## src/rtl/uart_rx_status_pkg.sv

```systemverilog
package uart_rx_status_pkg;
    localparam int FLAG_PE  = 0;
    localparam int FLAG_FE  = 1;
    localparam int FLAG_NE  = 2;
    localparam int FLAG_ORE = 3;
    localparam int NUM_FLAGS = 4;

    typedef enum logic [1:0] {
        WAKE_ADDR  = 2'd0,
        WAKE_RSVD  = 2'd1,
        WAKE_START = 2'd2,
        WAKE_RXNE  = 2'd3
    } wake_sel_e;

    typedef struct packed {
        logic      ovr_dis;
        logic      err_mask;
        wake_sel_e wake_sel;
    } rx_cfg_t;
endpackage

```

## src/rtl/urs_cfg_lock.sv

```systemverilog
module urs_cfg_lock
    import uart_rx_status_pkg::*;
(
    input  logic    clk_i,
    input  logic    rst_ni,
    input  logic    uart_en_i,
    input  logic    wr_i,
    input  rx_cfg_t cfg_i,
    output rx_cfg_t cfg_o
);
    rx_cfg_t cfg_d, cfg_q;

    always_comb begin
        cfg_d = cfg_q;
        if (wr_i && !uart_en_i) cfg_d = cfg_i;
    end

    always_ff @(posedge clk_i or negedge rst_ni) begin
        if (!rst_ni) cfg_q <= '0;
        else         cfg_q <= cfg_d;
    end

    assign cfg_o = cfg_q;

    // configuration frozen while the UART is enabled
    a_r11_locked: assert property (@(posedge clk_i) disable iff (!rst_ni)
        uart_en_i |=> $stable(cfg_q));
endmodule

```

## src/rtl/urs_sticky_flag.sv

```systemverilog
module urs_sticky_flag (
    input  logic clk_i,
    input  logic rst_ni,
    input  logic set_i,
    input  logic clr_i,
    output logic flag_o
);
    logic flag_d, flag_q;

    always_comb begin
        flag_d = flag_q;
        if (clr_i) flag_d = 1'b0;
        if (set_i) flag_d = 1'b1;
    end

    always_ff @(posedge clk_i or negedge rst_ni) begin
        if (!rst_ni) flag_q <= 1'b0;
        else         flag_q <= flag_d;
    end

    assign flag_o = flag_q;

    // flag holds without a clear; a set always lands
    a_r8_hold: assert property (@(posedge clk_i) disable iff (!rst_ni)
        (flag_q && !clr_i) |=> flag_q);
    a_r8_set_wins: assert property (@(posedge clk_i) disable iff (!rst_ni)
        set_i |=> flag_q);
endmodule

```

## src/rtl/urs_wake_detect.sv

```systemverilog
module urs_wake_detect
    import uart_rx_status_pkg::*;
#(
    parameter int DATA_W = 8
) (
    input  wake_sel_e          sel_i,
    input  logic               rx_valid_i,
    input  logic [DATA_W-1:0]  rx_data_i,
    input  logic [DATA_W-1:0]  match_addr_i,
    input  logic               rx_start_i,
    input  logic               rxne_now_i,
    input  logic               rxne_next_i,
    output logic               event_o
);
    always_comb begin
        unique case (sel_i)
            WAKE_ADDR:  event_o = rx_valid_i && (rx_data_i == match_addr_i);
            WAKE_START: event_o = rx_start_i;
            WAKE_RXNE:  event_o = rxne_next_i && !rxne_now_i;
            default:    event_o = 1'b0;
        endcase
    end
endmodule

```

## src/rtl/uart_rx_status.sv

```systemverilog
module uart_rx_status
    import uart_rx_status_pkg::*;
#(
    parameter int DATA_W = 8
) (
    input  logic              clk_i,
    input  logic              rst_ni,
    input  logic              uart_en_i,
    input  logic              cfg_wr_i,
    input  logic              cfg_ovr_dis_i,
    input  logic              cfg_err_mask_i,
    input  logic [1:0]        cfg_wake_sel_i,
    input  logic              dma_rx_en_i,
    input  logic              err_irq_en_i,
    input  logic              rx_valid_i,
    input  logic [DATA_W-1:0] rx_data_i,
    input  logic              rx_perr_i,
    input  logic              rx_ferr_i,
    input  logic              rx_nerr_i,
    input  logic              rx_start_i,
    input  logic [DATA_W-1:0] match_addr_i,
    input  logic              rd_i,
    input  logic              dma_ack_i,
    input  logic              clr_pe_i,
    input  logic              clr_fe_i,
    input  logic              clr_ne_i,
    input  logic              clr_ore_i,
    input  logic              clr_wake_i,
    output logic [DATA_W-1:0] rx_data_o,
    output logic              rxne_o,
    output logic              pe_o,
    output logic              fe_o,
    output logic              ne_o,
    output logic              ore_o,
    output logic              dma_req_o,
    output logic              err_irq_o,
    output logic              wake_o
);
    typedef struct packed {
        logic [DATA_W-1:0] data;
        logic              rxne;
    } hold_t;

    rx_cfg_t cfg_in, cfg;
    hold_t   st_d, st_q;
    logic    err_in, pop, drop, accept, overrun, load, wake_ev;
    logic [NUM_FLAGS-1:0] flag_set, flag_clr, flag_q;

    assign cfg_in.ovr_dis  = cfg_ovr_dis_i;
    assign cfg_in.err_mask = cfg_err_mask_i;
    assign cfg_in.wake_sel = wake_sel_e'(cfg_wake_sel_i);

    urs_cfg_lock i_cfg (
        .clk_i(clk_i), .rst_ni(rst_ni), .uart_en_i(uart_en_i),
        .wr_i(cfg_wr_i), .cfg_i(cfg_in), .cfg_o(cfg)
    );

    always_comb begin
        err_in  = rx_perr_i || rx_ferr_i || rx_nerr_i;
        pop     = rd_i || dma_ack_i;
        drop    = rx_valid_i && err_in && !cfg.err_mask;
        accept  = rx_valid_i && !drop;
        overrun = accept && st_q.rxne && !pop && !cfg.ovr_dis;
        load    = accept && !overrun;

        st_d = st_q;
        if (pop)  st_d.rxne = 1'b0;
        if (load) begin
            st_d.data = rx_data_i;
            st_d.rxne = 1'b1;
        end

        flag_set[FLAG_PE]  = rx_valid_i && rx_perr_i;
        flag_set[FLAG_FE]  = rx_valid_i && rx_ferr_i;
        flag_set[FLAG_NE]  = rx_valid_i && rx_nerr_i;
        flag_set[FLAG_ORE] = overrun;
        flag_clr[FLAG_PE]  = clr_pe_i;
        flag_clr[FLAG_FE]  = clr_fe_i;
        flag_clr[FLAG_NE]  = clr_ne_i;
        flag_clr[FLAG_ORE] = clr_ore_i;
    end

    always_ff @(posedge clk_i or negedge rst_ni) begin
        if (!rst_ni) st_q <= '0;
        else         st_q <= st_d;
    end

    for (genvar g = 0; g < NUM_FLAGS; g++) begin : g_flag
        urs_sticky_flag i_flag (
            .clk_i(clk_i), .rst_ni(rst_ni),
            .set_i(flag_set[g]), .clr_i(flag_clr[g]), .flag_o(flag_q[g])
        );
    end

    urs_wake_detect #(.DATA_W(DATA_W)) i_wake_det (
        .sel_i(cfg.wake_sel), .rx_valid_i(rx_valid_i), .rx_data_i(rx_data_i),
        .match_addr_i(match_addr_i), .rx_start_i(rx_start_i),
        .rxne_now_i(st_q.rxne), .rxne_next_i(st_d.rxne), .event_o(wake_ev)
    );

    urs_sticky_flag i_wake_flag (
        .clk_i(clk_i), .rst_ni(rst_ni),
        .set_i(wake_ev), .clr_i(clr_wake_i), .flag_o(wake_o)
    );

    assign rx_data_o = st_q.data;
    assign rxne_o    = st_q.rxne;
    assign pe_o      = flag_q[FLAG_PE];
    assign fe_o      = flag_q[FLAG_FE];
    assign ne_o      = flag_q[FLAG_NE];
    assign ore_o     = flag_q[FLAG_ORE];
    assign dma_req_o = dma_rx_en_i && st_q.rxne &&
                       !(cfg.err_mask && (flag_q[FLAG_PE] || flag_q[FLAG_FE] || flag_q[FLAG_NE]));
    assign err_irq_o = err_irq_en_i && (flag_q[FLAG_FE] || flag_q[FLAG_NE] || flag_q[FLAG_ORE]);

    // a read or acknowledge with no arrival empties the register
    a_r2_pop_clears: assert property (@(posedge clk_i) disable iff (!rst_ni)
        ((rd_i || dma_ack_i) && !rx_valid_i) |=> !rxne_o);
    // overrun only from an arrival onto unread data
    a_r3_ore_cause: assert property (@(posedge clk_i) disable iff (!rst_ni)
        $rose(ore_o) |-> $past(rx_valid_i && rxne_o));
    // overrun never raised while detection is disabled
    a_r4_ore_off: assert property (@(posedge clk_i) disable iff (!rst_ni)
        $rose(ore_o) |-> !$past(cfg.ovr_dis));
    // a dropped character leaves the holding register untouched
    a_r5_drop: assert property (@(posedge clk_i) disable iff (!rst_ni)
        (rx_valid_i && (rx_perr_i || rx_ferr_i || rx_nerr_i) && !cfg.err_mask)
        |=> $stable(rx_data_o));
    // reserved select never wakes
    a_r10_reserved: assert property (@(posedge clk_i) disable iff (!rst_ni)
        $rose(wake_o) |-> ($past(cfg.wake_sel) != WAKE_RSVD));
endmodule

```

## config.mk

```make
export PLATFORM = sky130hd
export DESIGN_NAME = uart_rx_status
export DESIGN_NICKNAME = d
export VERILOG_FILES = /design/src/rtl/uart_rx_status_pkg.sv /design/src/rtl/urs_cfg_lock.sv /design/src/rtl/urs_sticky_flag.sv /design/src/rtl/urs_wake_detect.sv /design/src/rtl/uart_rx_status.sv
export SDC_FILE = /design/constraint.sdc
export NUM_CORES = 1
export LEC_CHECK = 0
export ABC_AREA = 1
export BUFFER_PORTS_ARGS = -buffer_cell sky130_fd_sc_hd__buf_4
export CAP_MARGIN = 0
export CORE_MARGIN = 4
export CORE_UTILIZATION = 39
export CTS_BUF_LIST = sky130_fd_sc_hd__clkbuf_16
export DETAILED_ROUTE_END_ITERATION = 10
export HOLD_SLACK_MARGIN = 0.05
export PLACE_DENSITY = 0.8
export SLEW_MARGIN = 10
export SYNTH_ARGS = -nofsm -noshare
export SYNTH_HDL_FRONTEND = slang
export SYNTH_SLANG_ARGS = --single-unit
```

## constraint.sdc

```tcl
create_clock -name clk_i -period 1.1 [get_ports clk_i]
set_input_delay 0 -clock clk_i [delete_from_list [all_inputs] [get_ports clk_i]]
set_output_delay 0 -clock clk_i [all_outputs]
set_load 0.03 [all_outputs]
```

# Word level (Yosys, flattened, before mapping)
# Cells that the tools add are included.
# classes
n_mux	13
n_reduce_logical	38
n_eq_ne	3
# ops
cell	count
$logic_and 1x1->1	17
$mux 1	12
$reduce_bool 2->1	5
$eq 8x8->1	1
$logic_not 1->1	8
$logic_or 1x1->1	7
$eq 2x2->1 const B	2
$pmux 1 s3	1
$logic_not 2->1	1
# word_totals
in_bits	38
wordCells	64
reg_bits	18

# Depth between registers and ports, before layout
# Gate-level depths: netlist (run 1).
# logic_depth
depth_word	15
mapped_depth	10
depth_no_buf	9

# Cells and area by module
# From an unflattened synthesis (run 1), not the netlist that was laid out.
# unflattened
cells_unflattened	127
hier_area_um2	983.4
# by_module_without_submodules
mod	cells_per_inst	seq_area_each_um2	area_each_um2	n_inst
uart_rx_status	58	225.2	481.7	1
urs_sticky_flag	5	25.0	40.0	5
urs_cfg_lock	18	100.1	160.2	1
urs_wake_detect	26	0.0	141.4	1

# Least setup slack after synthesis (run 1)
# OpenSTA, ideal clock, no wires.
# synth_path
path_kind	reg2reg
from	register st_q, in the netlist rxne_o
to	register st_q, in the netlist rx_data_o[4]
synth_period_minus_slack_ps	1236
path_buffers	1
slack_ps	-136
path_stages_with_launch	8
arrival_ps	1162
path_cell_list	dfrtp_1 nand2_1 nor2_4 nand2_4 nand2_4 buf_12 nand2_2 o21ai_2
# synth_between
elab_chain_len	5
# synth_rtl
item	line_no	text
start: declaration	uart_rx_status.sv:45	hold_t st_d, st_q;
start signal: assignment	uart_rx_status.sv:85	else st_q <= st_d;
$logic_and 1x1->1 (3 in a row)	uart_rx_status.sv:63	overrun = accept && st_q.rxne && !pop && !cfg.ovr_dis;
$logic_not 1->1	uart_rx_status.sv:64	load = accept && !overrun;
$logic_and 1x1->1	uart_rx_status.sv:64	
# Every way passes these cells.
# A chain may end at the register's enable or synchronous reset.

# Worst setup path in the final report (run 1)
# layout_path
from	register g_flag[1].i_flag.flag_q
to	output port dma_req_o
# layout_between
elab_chain_len	5
# layout_rtl
item	line_no	text
start: declaration	urs_sticky_flag.sv:8	logic flag_d, flag_q;
start signal: assignment	urs_sticky_flag.sv:18	else flag_q <= flag_d;
$logic_or 1x1->1 (2 in a row)	uart_rx_status.sv:113	!(cfg.err_mask && (flag_q[FLAG_PE] || flag_q[FLAG_FE] || flag_q[FLAG_NE]));
$logic_and 1x1->1	uart_rx_status.sv:113	
$logic_not 1->1	uart_rx_status.sv:113	
$logic_and 1x1->1	uart_rx_status.sv:112	assign dma_req_o = dma_rx_en_i && st_q.rxne &&
end: declaration	uart_rx_status.sv:35	output logic dma_req_o,
# Every way passes these cells.

==> impl_summary.log, run 1 <==
[metrics] filler-free cell count of the finished design: 235
[metrics] share of final-layout standard cells stronger than drive strength 1: 0.444
[metrics] r2r startpoint: i_cfg.cfg_o[2]
[metrics] violated checks: setup timing
[metrics] cells on worst reg2reg path: 8
[metrics] leakage power summed over all cells: 1.01 nW
[metrics] worst-case clock skew: 0.00515 ns
[metrics] number of antenna violations at the first check in global routing: 0
[metrics] average detailed-routed wire length per instance: 12.7 um
[metrics] RSZ-0062 raised after global routing: true
[metrics] clock tree from TritonCTS: yes
[metrics] slew at the pin closest to its max-slew limit: 0.235 ns
[metrics] post-route setup slack: -0.00570 ns
[metrics] run status: complete, but fails checks
[metrics] kind of path behind the tightest hold check: in2reg
[metrics] Crit. End Element: primary output
[metrics] number of nets in the layout: 244
[metrics] cells along the critical path: inv_2, nand3_2, a21oi_2, buf_6
[metrics] source-to-sink clock delay at the later pin of the worst-skew pair: 0.24 ns
[metrics] Post-Place Cells: 211
[metrics] minimum period implied by the final worst setup slack: 1.11 ns
[metrics] sequential power share: 0.356
[metrics] final design instance area without fill: 0.00179 sq mm
[metrics] Detail Placement HPWL: 2040 um
[metrics] Final ANT Viol Nets: 0
[metrics] P&R area growth vs syn: 78.4%
[metrics] summed instance area of the synthesized netlist: 0.00100 sq mm
[metrics] tightest hold margin: 0.0498 ns
[metrics] total wire length: 2990 um
[metrics] Max H-tree Level: 1
[metrics] final-report max-slew violation count: 0
[metrics] flop-to-flop setup slack: 0.03 ns
[metrics] CP Data Required Time: 1.10 ns
[metrics] cts bufs inserted: 3
[metrics] proportion of power drawn by combinational gates: 0.347
[metrics] number of stages on the worst hold path: 4
[metrics] Hold Path Sink: rxne_o
[metrics] vias per cell: 4.58
[metrics] data arrival at the endpoint of the critical path: 1.11 ns
[metrics] worst min-delay path startpoint: rd_i
[metrics] number of max-cap violations: 0
[metrics] share of the core filled with cells in the final layout: 0.727
[metrics] count of antenna diodes in the layout: 0
[metrics] fraction of power spent switching nets: 0.314
[metrics] total DRC errors in the routed layout: 0
[metrics] fraction of the cycle the final worst path needs: 1.01
[metrics] placer's final routability congestion estimate: 0.825
[metrics] area of the multi-input gates: 480 sq um
[metrics] number of buffer cells added on primary ports: 53
[metrics] total power density per cell area: 1320 mW/mm^2
[metrics] mean area per synthesized cell: 7.82 sq um
[metrics] net count of the mapped netlist: 166
[metrics] Worst Setup Start Kind: flip-flop
[metrics] root buf cell: sky130_fd_sc_hd__clkbuf_16
[metrics] total global routing overflow: 0
[metrics] NetSw: 0.740 mW
[metrics] global router's overall resource usage: 0.180
[metrics] Rel. slew slack: 0.843
[metrics] cell area after placement: 0.00144 sq mm
[metrics] slowest stage cell, crit path: sky130_fd_sc_hd__dfrtp_1
[metrics] count of cell types in the netlist: 18
[metrics] number of global-route vias before repair: 1158
[metrics] most frequent cells in the layout: sky130_fd_sc_hd__buf_4, sky130_fd_sc_hd__nand2_1, sky130_fd_sc_hd__inv_1
[metrics] Clock Sink Count: 18
[metrics] filler cell count: 174
[metrics] Post-Place Setup Slack: -0.0367 ns
[metrics] maximum number of pins on one net before global-route repair: 19
[metrics] internal power component: 1.61 mW
[metrics] clock transition at the registers of the reported paths: 0.05 ns
[metrics] die width: 58.7 um
[metrics] Ports: 54
[metrics] final hold violation count: 0
[metrics] effective utilization at floorplan: 0.408
[metrics] die span in y: 58.7 um
[metrics] slowest cell delay on critical path: 0.39 ns
[metrics] core outline area: 0.00245 sq mm
[metrics] worst r2r dst: rx_data_o[3]
[metrics] register bit count reported by yosys: 18
[metrics] die outline area: 0.00344 sq mm
[metrics] number of vias after detailed routing: 1077
[metrics] FF/Latch Area: 452 sq um
[metrics] maximum fanout along the worst path: 3
[metrics] count of TritonRoute iterations in the first routing pass: 4
[metrics] gate count after technology mapping: 128
[metrics] number of DRC markers after the initial detailed-route iteration: 28
[metrics] sequential cell area fraction in the yosys report: 0.450
[metrics] clock buffer depth: 2
[metrics] cell row count: 18
[metrics] fmax: 904 MHz
[metrics] count of yosys warnings during synthesis: 0
[metrics] wire length of the first global-routing pass: 4730 um
[metrics] Max VDD drop: 0.000997 V
[metrics] Worst Path Class, Setup: reg2out
[metrics] commonest non-fill, non-tap cell in the layout: sky130_fd_sc_hd__buf_4
[metrics] Clock Power Share: 0.297
[metrics] Setup Viol. Count Final: 1
==> power groups by stage <==
stage	sequential [mW]	clock (mW)	combinational, mW
after floorplan	0.984	0	0.258
after global routing	0.849	0.749	0.881
after global placement	0.836	0	0.682
after CTS	0.831	0.716	0.780
final	0.838	0.699	0.818
after detailed placement	0.836	0	0.706
==> routing by layer <==
metal	vias to the layer above	part of all wire	GRT usage	routed length, um
met1	486	0.37	0.184	1100
met2	48	0.52	0.343	1560
met5	-	0	0	0
met3	4	0.096	0.0548	287
met4	0	0.012	0.0647	36
li1	539	-	-	-
==> cells in the mapped netlist <==
cell	number	area share
sky130_fd_sc_hd__nand2_1	38	0.14
sky130_fd_sc_hd__a21oi_1	3	0.015
sky130_fd_sc_hd__nor2_1	11	0.041
sky130_fd_sc_hd__dfrtp_1	18	0.45
sky130_fd_sc_hd__o21ai_2	8	0.070
sky130_fd_sc_hd__inv_4	1	0.0063
sky130_fd_sc_hd__mux2_2	2	0.022
sky130_fd_sc_hd__nand2_2	3	0.019
sky130_fd_sc_hd__buf_12	1	0.020
sky130_fd_sc_hd__nand2_4	3	0.034
sky130_fd_sc_hd__a31oi_1	1	0.0063
sky130_fd_sc_hd__inv_1	28	0.10
sky130_fd_sc_hd__nor2_4	1	0.011
sky130_fd_sc_hd__inv_2	1	0.0037
sky130_fd_sc_hd__o22ai_1	3	0.019
sky130_fd_sc_hd__nand3_1	3	0.015
sky130_fd_sc_hd__nand3_2	1	0.010
sky130_fd_sc_hd__o21ai_0	2	0.010
==> worst max-delay path: cells and delay by family (launching register included) <==
family	cells	cell delay (ns)
AO/OA/AOI/OAI	1	0.15
AND/OR/NAND/NOR	1	0.08
buffers and inverters	2	0.24
flip-flops	1	0.39
==> registers in the layout, summed over array words and instances (netlist names) <==
name and cells:
rxne_o 1, i_cfg.cfg_o 4, i_wake_flag.flag_o 1, g_flag.i_flag.flag_o 4, rx_data_o 8
==> metrics by stage <==
| stage | power, mW | setup TNS [ns] |
|---|---|---|
| 2_1_floorplan | 1.24 | -0.0184 |
| 5_1_grt | 2.48 | -0.284 |
| 6_report | 2.35 | -0.00570 |
| 3_5_place_dp | 1.54 | -0.201 |
| 3_3_place_gp | 1.52 | 0 |
| 4_1_cts | 2.33 | 0 |
==> timing repair <==
| action | CTS | global route |
|---|---|---|
| setup buffers | 0 | 3 |
| pin swaps | 2 | 13 |
| cloned | 1 | 0 |
| resized for setup | 4 | 19 |
| endpoints found under the hold margin | 35 | 0 |
| setup endpoints to repair | 9 | 10 |
| hold buffers | 20 | 0 |
==> logic make-up (layout without fill, tap and decap cells) <==
kind of cell,after synthesis,count (layout),synth area share
and+or+nand+nor,60,61,0.272
buffers and inverters,31,107,0.135
DFF,18,18,0.450
AOI/OAI and AO/OA,17,17,0.120
muxes,2,2,0.0225
==> final cells by class <==
type	count	share of cell area
inverter	30	0.0673
clock buffer	3	0.0420
timing repair buffer	73	0.345
tap	30	0.0210
multi-input combinational	80	0.269
sequential	18	0.253
clock inverter	1	0.00210
==> worst max path at each step <==
stage / startpoint / end / slack, ns / cells past startpoint
finish: g_flag[1].i_flag.flag_o / dma_req_o / -0.006 / 4
global route: i_cfg.cfg_o[2] / rx_data_o[7] / -0.04 / 8
CTS: i_cfg.cfg_o[2] / rx_data_o[6] / 0.0001 / 8
detailed placement: i_cfg.cfg_o[2] / rx_data_o[6] / -0.04 / 8
global placement: i_cfg.cfg_o[2] / rx_data_o[7] / 0.02 / 8
floorplan: i_cfg.cfg_o[2] / rx_data_o[4] / -0.009 / 9
Note: power is estimated with default switching activity, not from simulation.
==> inputs of run 2 (changes only) <==
--- a/config.mk
+++ b/config.mk
@@ -13,7 +13,9 @@
 export CTS_BUF_LIST = sky130_fd_sc_hd__clkbuf_16
 export DETAILED_ROUTE_END_ITERATION = 10
 export HOLD_SLACK_MARGIN = 0.05
+export MAX_ROUTING_LAYER = met4
 export PLACE_DENSITY = 0.8
+export SKIP_CTS_REPAIR_TIMING = 1
 export SLEW_MARGIN = 10
 export SYNTH_ARGS = -nofsm -noshare
 export SYNTH_HDL_FRONTEND = slang
==> run 2 against run 1 <==
Core utilization shrank 3.7 points; wire length shrank 11%; critical endpoint unchanged; the run now ends clean; worst hold slack lost 0.025 ns; clock power is essentially flat; clock skew is essentially flat; global-route usage shrank 3.0 points; sequential power is essentially flat; register-to-register slack gained 0.02 ns; worst setup slack gained 0.015 ns; cell count shrank 2.6%; flip-flop and latch count is the same.
==> impl_summary.log, run 2 (synthesized netlist as in run 1, its figures left out) <==
[metrics] number of antenna violations at the first check in global routing: 0 (unchanged)
[metrics] effective utilization at floorplan: 0.408 (unchanged)
[metrics] die outline area: 0.00344 sq mm (unchanged)
[metrics] final-report max-slew violation count: 0 (unchanged)
[metrics] clock buffer depth: 2 (unchanged)
[metrics] final hold violation count: 0 (unchanged)
[metrics] number of vias after detailed routing: 1046 (was 1077)
[metrics] global router's overall resource usage: 0.151 (was 0.180)
[metrics] Clock Power Share: 0.302 (was 0.297)
[metrics] Worst Setup Start Kind: flip-flop (unchanged)
[metrics] fraction of power spent switching nets: 0.313 (was 0.314)
[metrics] Ports: 54 (unchanged)
[metrics] number of buffer cells added on primary ports: 53 (unchanged)
[metrics] die span in y: 58.7 um (unchanged)
[metrics] Crit. End Element: primary output (unchanged)
[metrics] number of max-cap violations: 0 (unchanged)
[metrics] count of antenna diodes in the layout: 0 (unchanged)
[metrics] slowest cell delay on critical path: 0.39 ns (about the same)
[metrics] sequential power share: 0.362 (was 0.356)
[metrics] Clock Sink Count: 18 (unchanged)
[metrics] kind of path behind the tightest hold check: in2reg (unchanged)
[metrics] total power density per cell area: 1370 mW/mm^2 (was 1320 mW/mm^2)
[metrics] Rel. slew slack: 0.843 (about the same)
[metrics] worst-case clock skew: 0.00554 ns (was 0.00515 ns)
[metrics] run status: complete, no violations (was complete, but fails checks)
[metrics] wire length of the first global-routing pass: 3950 um (was 4730 um)
[metrics] most frequent cells in the layout: sky130_fd_sc_hd__buf_4, sky130_fd_sc_hd__nand2_1, sky130_fd_sc_hd__inv_1 (unchanged)
[metrics] die width: 58.7 um (unchanged)
[metrics] total DRC errors in the routed layout: 0 (unchanged)
[metrics] average detailed-routed wire length per instance: 11.6 um (was 12.7 um)
[metrics] max reg flops: 8 (unchanged)
[metrics] cells along the critical path: inv_2, nand3_2, a21oi_2, buf_6 (unchanged)
[metrics] Detail Placement HPWL: 2040 um (unchanged)
[metrics] fmax: 916 MHz (was 904 MHz)
[metrics] vias per cell: 4.57 (was 4.58)
[metrics] Max VDD drop: 0.000936 V (was 0.000997 V)
[metrics] post-layout total power: 2.32 mW (was 2.35 mW)
[metrics] Worst Path Class, Setup: reg2out (unchanged)
[metrics] post-route setup slack: 0.00884 ns (was -0.00570 ns)
[metrics] NetSw: 0.726 mW (was 0.740 mW)
[metrics] total wire length: 2670 um (was 2990 um)
[metrics] source-to-sink clock delay at the later pin of the worst-skew pair: 0.24 ns (about the same)
[metrics] placer's final routability congestion estimate: 0.837 (was 0.825)
[metrics] data arrival at the endpoint of the critical path: 1.09 ns (was 1.11 ns)
[metrics] Setup Viol. Count Final: 0 (was 1)
[metrics] number of nets in the layout: 238 (was 244)
[metrics] number of global-route vias before repair: 987 (was 1158)
[metrics] count of TritonRoute iterations in the first routing pass: 4 (unchanged)
[metrics] share of final-layout standard cells stronger than drive strength 1: 0.482 (was 0.444)
[metrics] P&R area growth vs syn: 69.2% (was 78.4%)
[metrics] commonest non-fill, non-tap cell in the layout: sky130_fd_sc_hd__buf_4 (unchanged)
[metrics] leakage power summed over all cells: 0.932 nW (was 1.01 nW)
[metrics] core outline area: 0.00245 sq mm (unchanged)
[metrics] cts bufs inserted: 3 (unchanged)
[metrics] Max H-tree Level: 1 (unchanged)
[metrics] proportion of power drawn by combinational gates: 0.336 (was 0.347)
[metrics] slew at the pin closest to its max-slew limit: 0.235 ns (about the same)
[metrics] slowest stage cell, crit path: sky130_fd_sc_hd__dfrtp_1 (unchanged)
[metrics] cell row count: 18 (unchanged)
[metrics] Post-Place Setup Slack: -0.0367 ns (unchanged)
[metrics] maximum number of pins on one net before global-route repair: 19 (unchanged)
[metrics] RSZ-0062 raised after global routing: true (unchanged)
[metrics] Final ANT Viol Nets: 0 (unchanged)
[metrics] total global routing overflow: 0 (unchanged)
[metrics] clock tree from TritonCTS: yes (unchanged)
[metrics] fraction of the cycle the final worst path needs: 0.992 (was 1.01)
[metrics] maximum fanout along the worst path: 3 (unchanged)
[metrics] root buf cell: sky130_fd_sc_hd__clkbuf_16 (unchanged)
[metrics] minimum period implied by the final worst setup slack: 1.09 ns (was 1.11 ns)
[metrics] clock transition at the registers of the reported paths: 0.05 ns (about the same)
[metrics] number of DRC markers after the initial detailed-route iteration: 39 (was 28)
[metrics] CP Data Required Time: 1.10 ns (about the same)
[metrics] internal power component: 1.60 mW (was 1.61 mW)
run 2: power by group through the flow:
stage / registers, mW / clock network, mW / logic [mW]
4_1_cts: 0.830 / 0.716 / 0.706
6_report: 0.840 / 0.701 / 0.781
3_3_place_gp: 0.836 / 0 / 0.682
3_5_place_dp: 0.836 / 0 / 0.706
5_1_grt: 0.852 / 0.749 / 0.843
2_1_floorplan: 0.984 / 0 / 0.258
run 2: final timing paths:
| check | start | to | slack, ns | cells past startpoint |
|---|---|---|---|---|
| max in group asynchronous | rst_ni | rxne_o | 0.73 | 2 |
| worst min register to register | rx_data_o[0] | rx_data_o[0] | 0.49 | 2 |
| worst min-delay path | clr_wake_i | i_wake_flag.flag_o | 0.03 | 4 |
| worst max register to register | i_cfg.cfg_o[2] | rx_data_o[6] | 0.05 | 8 |
| min in group asynchronous | rst_ni | rx_data_o[3] | 0.16 | 2 |
| worst max-delay path | g_flag[1].i_flag.flag_o | dma_req_o | 0.009 | 4 |
run 2: through the flow:
stage	hold WS [ns]	instance area (sq um)	util	setup TNS, ns	instances
CTS	-0.381	1520	0.618	-0.287	215
global placement	-0.126	1440	0.586	0	211
detailed placement	-0.119	1440	0.586	-0.201	211
global route	0.0588	1690	0.690	-0.124	229
floorplan	-0.296	1010	-	-0.0184	128
finish	0.0250	1690	0.690	0	229
run 2: area by class of cell:
cell class | instances | area [sq um]
Tap cell | 30 | 37.5
Fill cell | 182 | 761
Sequential cell | 18 | 452
Multi-Input combinational cell | 80 | 477
Clock inverter | 1 | 3.75
Inverter | 30 | 118
Clock buffer | 3 | 75.1
Timing Repair Buffer | 67 | 532
run 2: per-layer routing:
metal | up-vias | share of wire | track usage | wire (um)
li1 | 525 | - | - | -
met1 | 477 | 0.41 | 0.181 | 1090
met2 | 44 | 0.49 | 0.244 | 1320
met3 | 0 | 0.097 | 0.0461 | 258
met4 | 0 | 0 | 0.0453 | 0
met5 | - | 0 | - | 0
run 2: critical path, delay by kind of cell, from the launching register on:
family	cells	cell delay (ns)
DFF	1	0.39
buffers and inverters	2	0.23
AOI/OAI and AO/OA	1	0.14
and+or+nand+nor	1	0.08
==> inputs of run 3 (changes only) <==
--- a/config.mk
+++ b/config.mk
@@ -13,7 +13,6 @@
 export CTS_BUF_LIST = sky130_fd_sc_hd__clkbuf_16
 export DETAILED_ROUTE_END_ITERATION = 10
 export HOLD_SLACK_MARGIN = 0.05
-export MAX_ROUTING_LAYER = met4
 export PLACE_DENSITY = 0.8
 export SKIP_CTS_REPAIR_TIMING = 1
 export SLEW_MARGIN = 10
==> run 3 against run 2 <==
Core utilization unchanged; design area stayed put; combinational power hardly changed; critical path type unchanged; largest cell class unchanged; first-iteration DRC count increased by 21%.
==> impl_summary.log, run 3 (synthesized netlist as in run 1, its figures left out) <==
[metrics] source-to-sink clock delay at the later pin of the worst-skew pair: 0.24 ns (about the same)
[metrics] total DRC errors in the routed layout: 0 (unchanged)
[metrics] sequential power share: 0.362 (about the same)
[metrics] RSZ-0062 raised after global routing: true (unchanged)
[metrics] Detail Placement HPWL: 2040 um (unchanged)
[metrics] worst r2r dst: rx_data_o[6] (unchanged)
[metrics] final-report max-slew violation count: 0 (unchanged)
[metrics] clock tree from TritonCTS: yes (unchanged)
[metrics] proportion of power drawn by combinational gates: 0.337 (was 0.336)
[metrics] Rel. slew slack: 0.843 (about the same)
[metrics] maximum fanout along the worst path: 3 (unchanged)
[metrics] fraction of the cycle the final worst path needs: 0.993 (was 0.992)
[metrics] number of nets in the layout: 238 (unchanged)
[metrics] Worst Setup Start Kind: flip-flop (unchanged)
[metrics] worst-case clock skew: 0.00502 ns (was 0.00554 ns)
[metrics] Clock Sink Count: 18 (unchanged)
[metrics] CP Data Required Time: 1.10 ns (about the same)
[metrics] r2r startpoint: i_cfg.cfg_o[2] (unchanged)
[metrics] die outline area: 0.00344 sq mm (unchanged)
[metrics] die span in y: 58.7 um (unchanged)
[metrics] cell row count: 18 (unchanged)
[metrics] GR Layer Usage met3: 0.0526 (was 0.0461)
[metrics] effective utilization at floorplan: 0.408 (unchanged)
[metrics] busiest metal layer after global routing: met2 (unchanged)
[metrics] Crit. End Element: primary output (unchanged)
[metrics] fmax: 915 MHz (was 916 MHz)
[metrics] Setup Viol. Count Final: 0 (unchanged)
[metrics] wire length of the first global-routing pass: 3950 um (unchanged)
[metrics] met2 usage: 0.244 (unchanged)
[metrics] launching element of the worst setup path: g_flag[2].i_flag.flag_o (was g_flag[1].i_flag.flag_o)
[metrics] Worst Path Class, Setup: reg2out (unchanged)
[metrics] total power density per cell area: 1370 mW/mm^2 (about the same)
[metrics] data arrival at the endpoint of the critical path: 1.09 ns (about the same)
[metrics] slew at the pin closest to its max-slew limit: 0.235 ns (about the same)
[metrics] average detailed-routed wire length per instance: 11.7 um (was 11.6 um)
[metrics] number of max-cap violations: 0 (unchanged)
[metrics] Max VDD drop: 0.000931 V (was 0.000936 V)
[metrics] minimum period implied by the final worst setup slack: 1.09 ns (about the same)
[metrics] slowest stage cell, crit path: sky130_fd_sc_hd__dfrtp_1 (unchanged)
[metrics] most frequent cells in the layout: sky130_fd_sc_hd__buf_4, sky130_fd_sc_hd__nand2_1, sky130_fd_sc_hd__inv_1 (unchanged)
[metrics] Clock Power Share: 0.301 (was 0.302)
[metrics] Final ANT Viol Nets: 0 (unchanged)
[metrics] cells along the critical path: inv_2, nand3_2, a21oi_2, buf_6 (unchanged)
[metrics] timing endpoint of the critical path: dma_req_o (unchanged)
[metrics] commonest non-fill, non-tap cell in the layout: sky130_fd_sc_hd__buf_4 (unchanged)
[metrics] slowest cell delay on critical path: 0.40 ns (was 0.39 ns)
[metrics] cell area after placement: 0.00144 sq mm (unchanged)
[metrics] number of vias after detailed routing: 1044 (was 1046)
[metrics] flop-to-flop setup slack: 0.05 ns (about the same)
[metrics] met1 usage: 0.177 (was 0.181)
[metrics] global router's overall resource usage: 0.146 (was 0.151)
[metrics] number of DRC markers after the initial detailed-route iteration: 47 (was 39)
[metrics] internal power component: 1.60 mW (about the same)
[metrics] FF/Latch Area: 452 sq um (unchanged)
[metrics] maximum number of pins on one net before global-route repair: 19 (unchanged)
[metrics] share of final-layout standard cells stronger than drive strength 1: 0.482 (unchanged)
[metrics] P&R area growth vs syn: 69.2% (unchanged)
[metrics] cts bufs inserted: 3 (unchanged)
[metrics] vias per cell: 4.56 (was 4.57)
[metrics] count of antenna diodes in the layout: 0 (unchanged)
[metrics] root buf cell: sky130_fd_sc_hd__clkbuf_16 (unchanged)
[metrics] area of the multi-input gates: 477 sq um (unchanged)
[metrics] NetSw: 0.724 mW (was 0.726 mW)
[metrics] die width: 58.7 um (unchanged)
[metrics] final design instance area without fill: 0.00169 sq mm (unchanged)
[metrics] tightest hold margin: 0.0249 ns (was 0.0250 ns)
[metrics] Max H-tree Level: 1 (unchanged)
[metrics] count of TritonRoute iterations in the first routing pass: 4 (unchanged)
[metrics] number of buffer cells added on primary ports: 53 (unchanged)
[metrics] number of global-route vias before repair: 987 (unchanged)
[metrics] clock transition at the registers of the reported paths: 0.05 ns (about the same)
[metrics] placer's final routability congestion estimate: 0.825 (was 0.837)
[metrics] run status: complete, no violations (unchanged)
[metrics] kind of path behind the tightest hold check: in2reg (unchanged)
[metrics] total wire length: 2670 um (about the same)
[metrics] max reg flops: 8 (unchanged)
[metrics] total global routing overflow: 0 (unchanged)
[metrics] cells on worst reg2reg path: 8 (unchanged)
[metrics] number of antenna violations at the first check in global routing: 0 (unchanged)
[metrics] clock buffer depth: 2 (unchanged)
[metrics] filler cell count: 182 (unchanged)
[metrics] fraction of power spent switching nets: 0.312 (was 0.313)
[metrics] Ports: 54 (unchanged)
[metrics] final hold violation count: 0 (unchanged)
[metrics] leakage power summed over all cells: 0.932 nW (unchanged)
[metrics] core outline area: 0.00245 sq mm (unchanged)
==> run 3: through the flow <==
stage	power, mW	instances	setup WS, ns	utilization	setup TNS [ns]
floorplan	1.24	128	-0.00919	-	-0.0184
CTS	2.25	215	-0.0479	0.618	-0.287
finish	2.32	229	0.00761	0.690	0
detailed placement	1.54	211	-0.0367	0.586	-0.201
global placement	1.52	211	0.0187	0.586	0
global route	2.44	229	-0.0314	0.690	-0.127
==> run 3: worst min path at each step <==
| stage | start | cells after the start | slack (ns) | endpoint |
|---|---|---|---|---|
| final | clr_wake_i | 4 | 0.02 | i_wake_flag.flag_o |
| after global routing | rx_data_i[1] | 3 | 0.06 | rx_data_o[1] |
| after CTS | rst_ni | 1 | -0.38 | rx_data_o[2] |
| after detailed placement | rst_ni | 1 | -0.12 | i_cfg.cfg_o[0] |
| after global placement | rst_ni | 1 | -0.13 | i_wake_flag.flag_o |
| after floorplan | rst_ni | 0 | -0.30 | g_flag[0].i_flag.flag_o |
==> run 3: per-layer routing <==
layer / up-vias / routed length, um
met3: 0 / 263
met1: 475 / 1090
met5: - / 0
met2: 44 / 1320
met4: 0 / 0
li1: 525 / -
==> run 3: power by group through the flow <==
stage | sequential [mW] | combinational (mW) | clock [mW]
4_1_cts | 0.830 | 0.706 | 0.716
3_3_place_gp | 0.836 | 0.682 | 0
6_report | 0.840 | 0.781 | 0.699
3_5_place_dp | 0.836 | 0.706 | 0
5_1_grt | 0.852 | 0.843 | 0.749
2_1_floorplan | 0.984 | 0.258 | 0
==> run 3: area by class of cell <==
class	count	share of cell area
flip-flops and latches	18	0.267
well taps	30	0.0222
repair buffers	67	0.314
multi-input cells	80	0.281
clock inverters	1	0.00222
inverters	30	0.0694
clock buffers	3	0.0443
==> run 3: worst max-delay path, delay by kind of cell, from the launching register on <==
family          cells  cell delay [ns]
simple gates        1             0.07
compound gates      1             0.14
flops               1             0.40
buf+inv             2             0.23
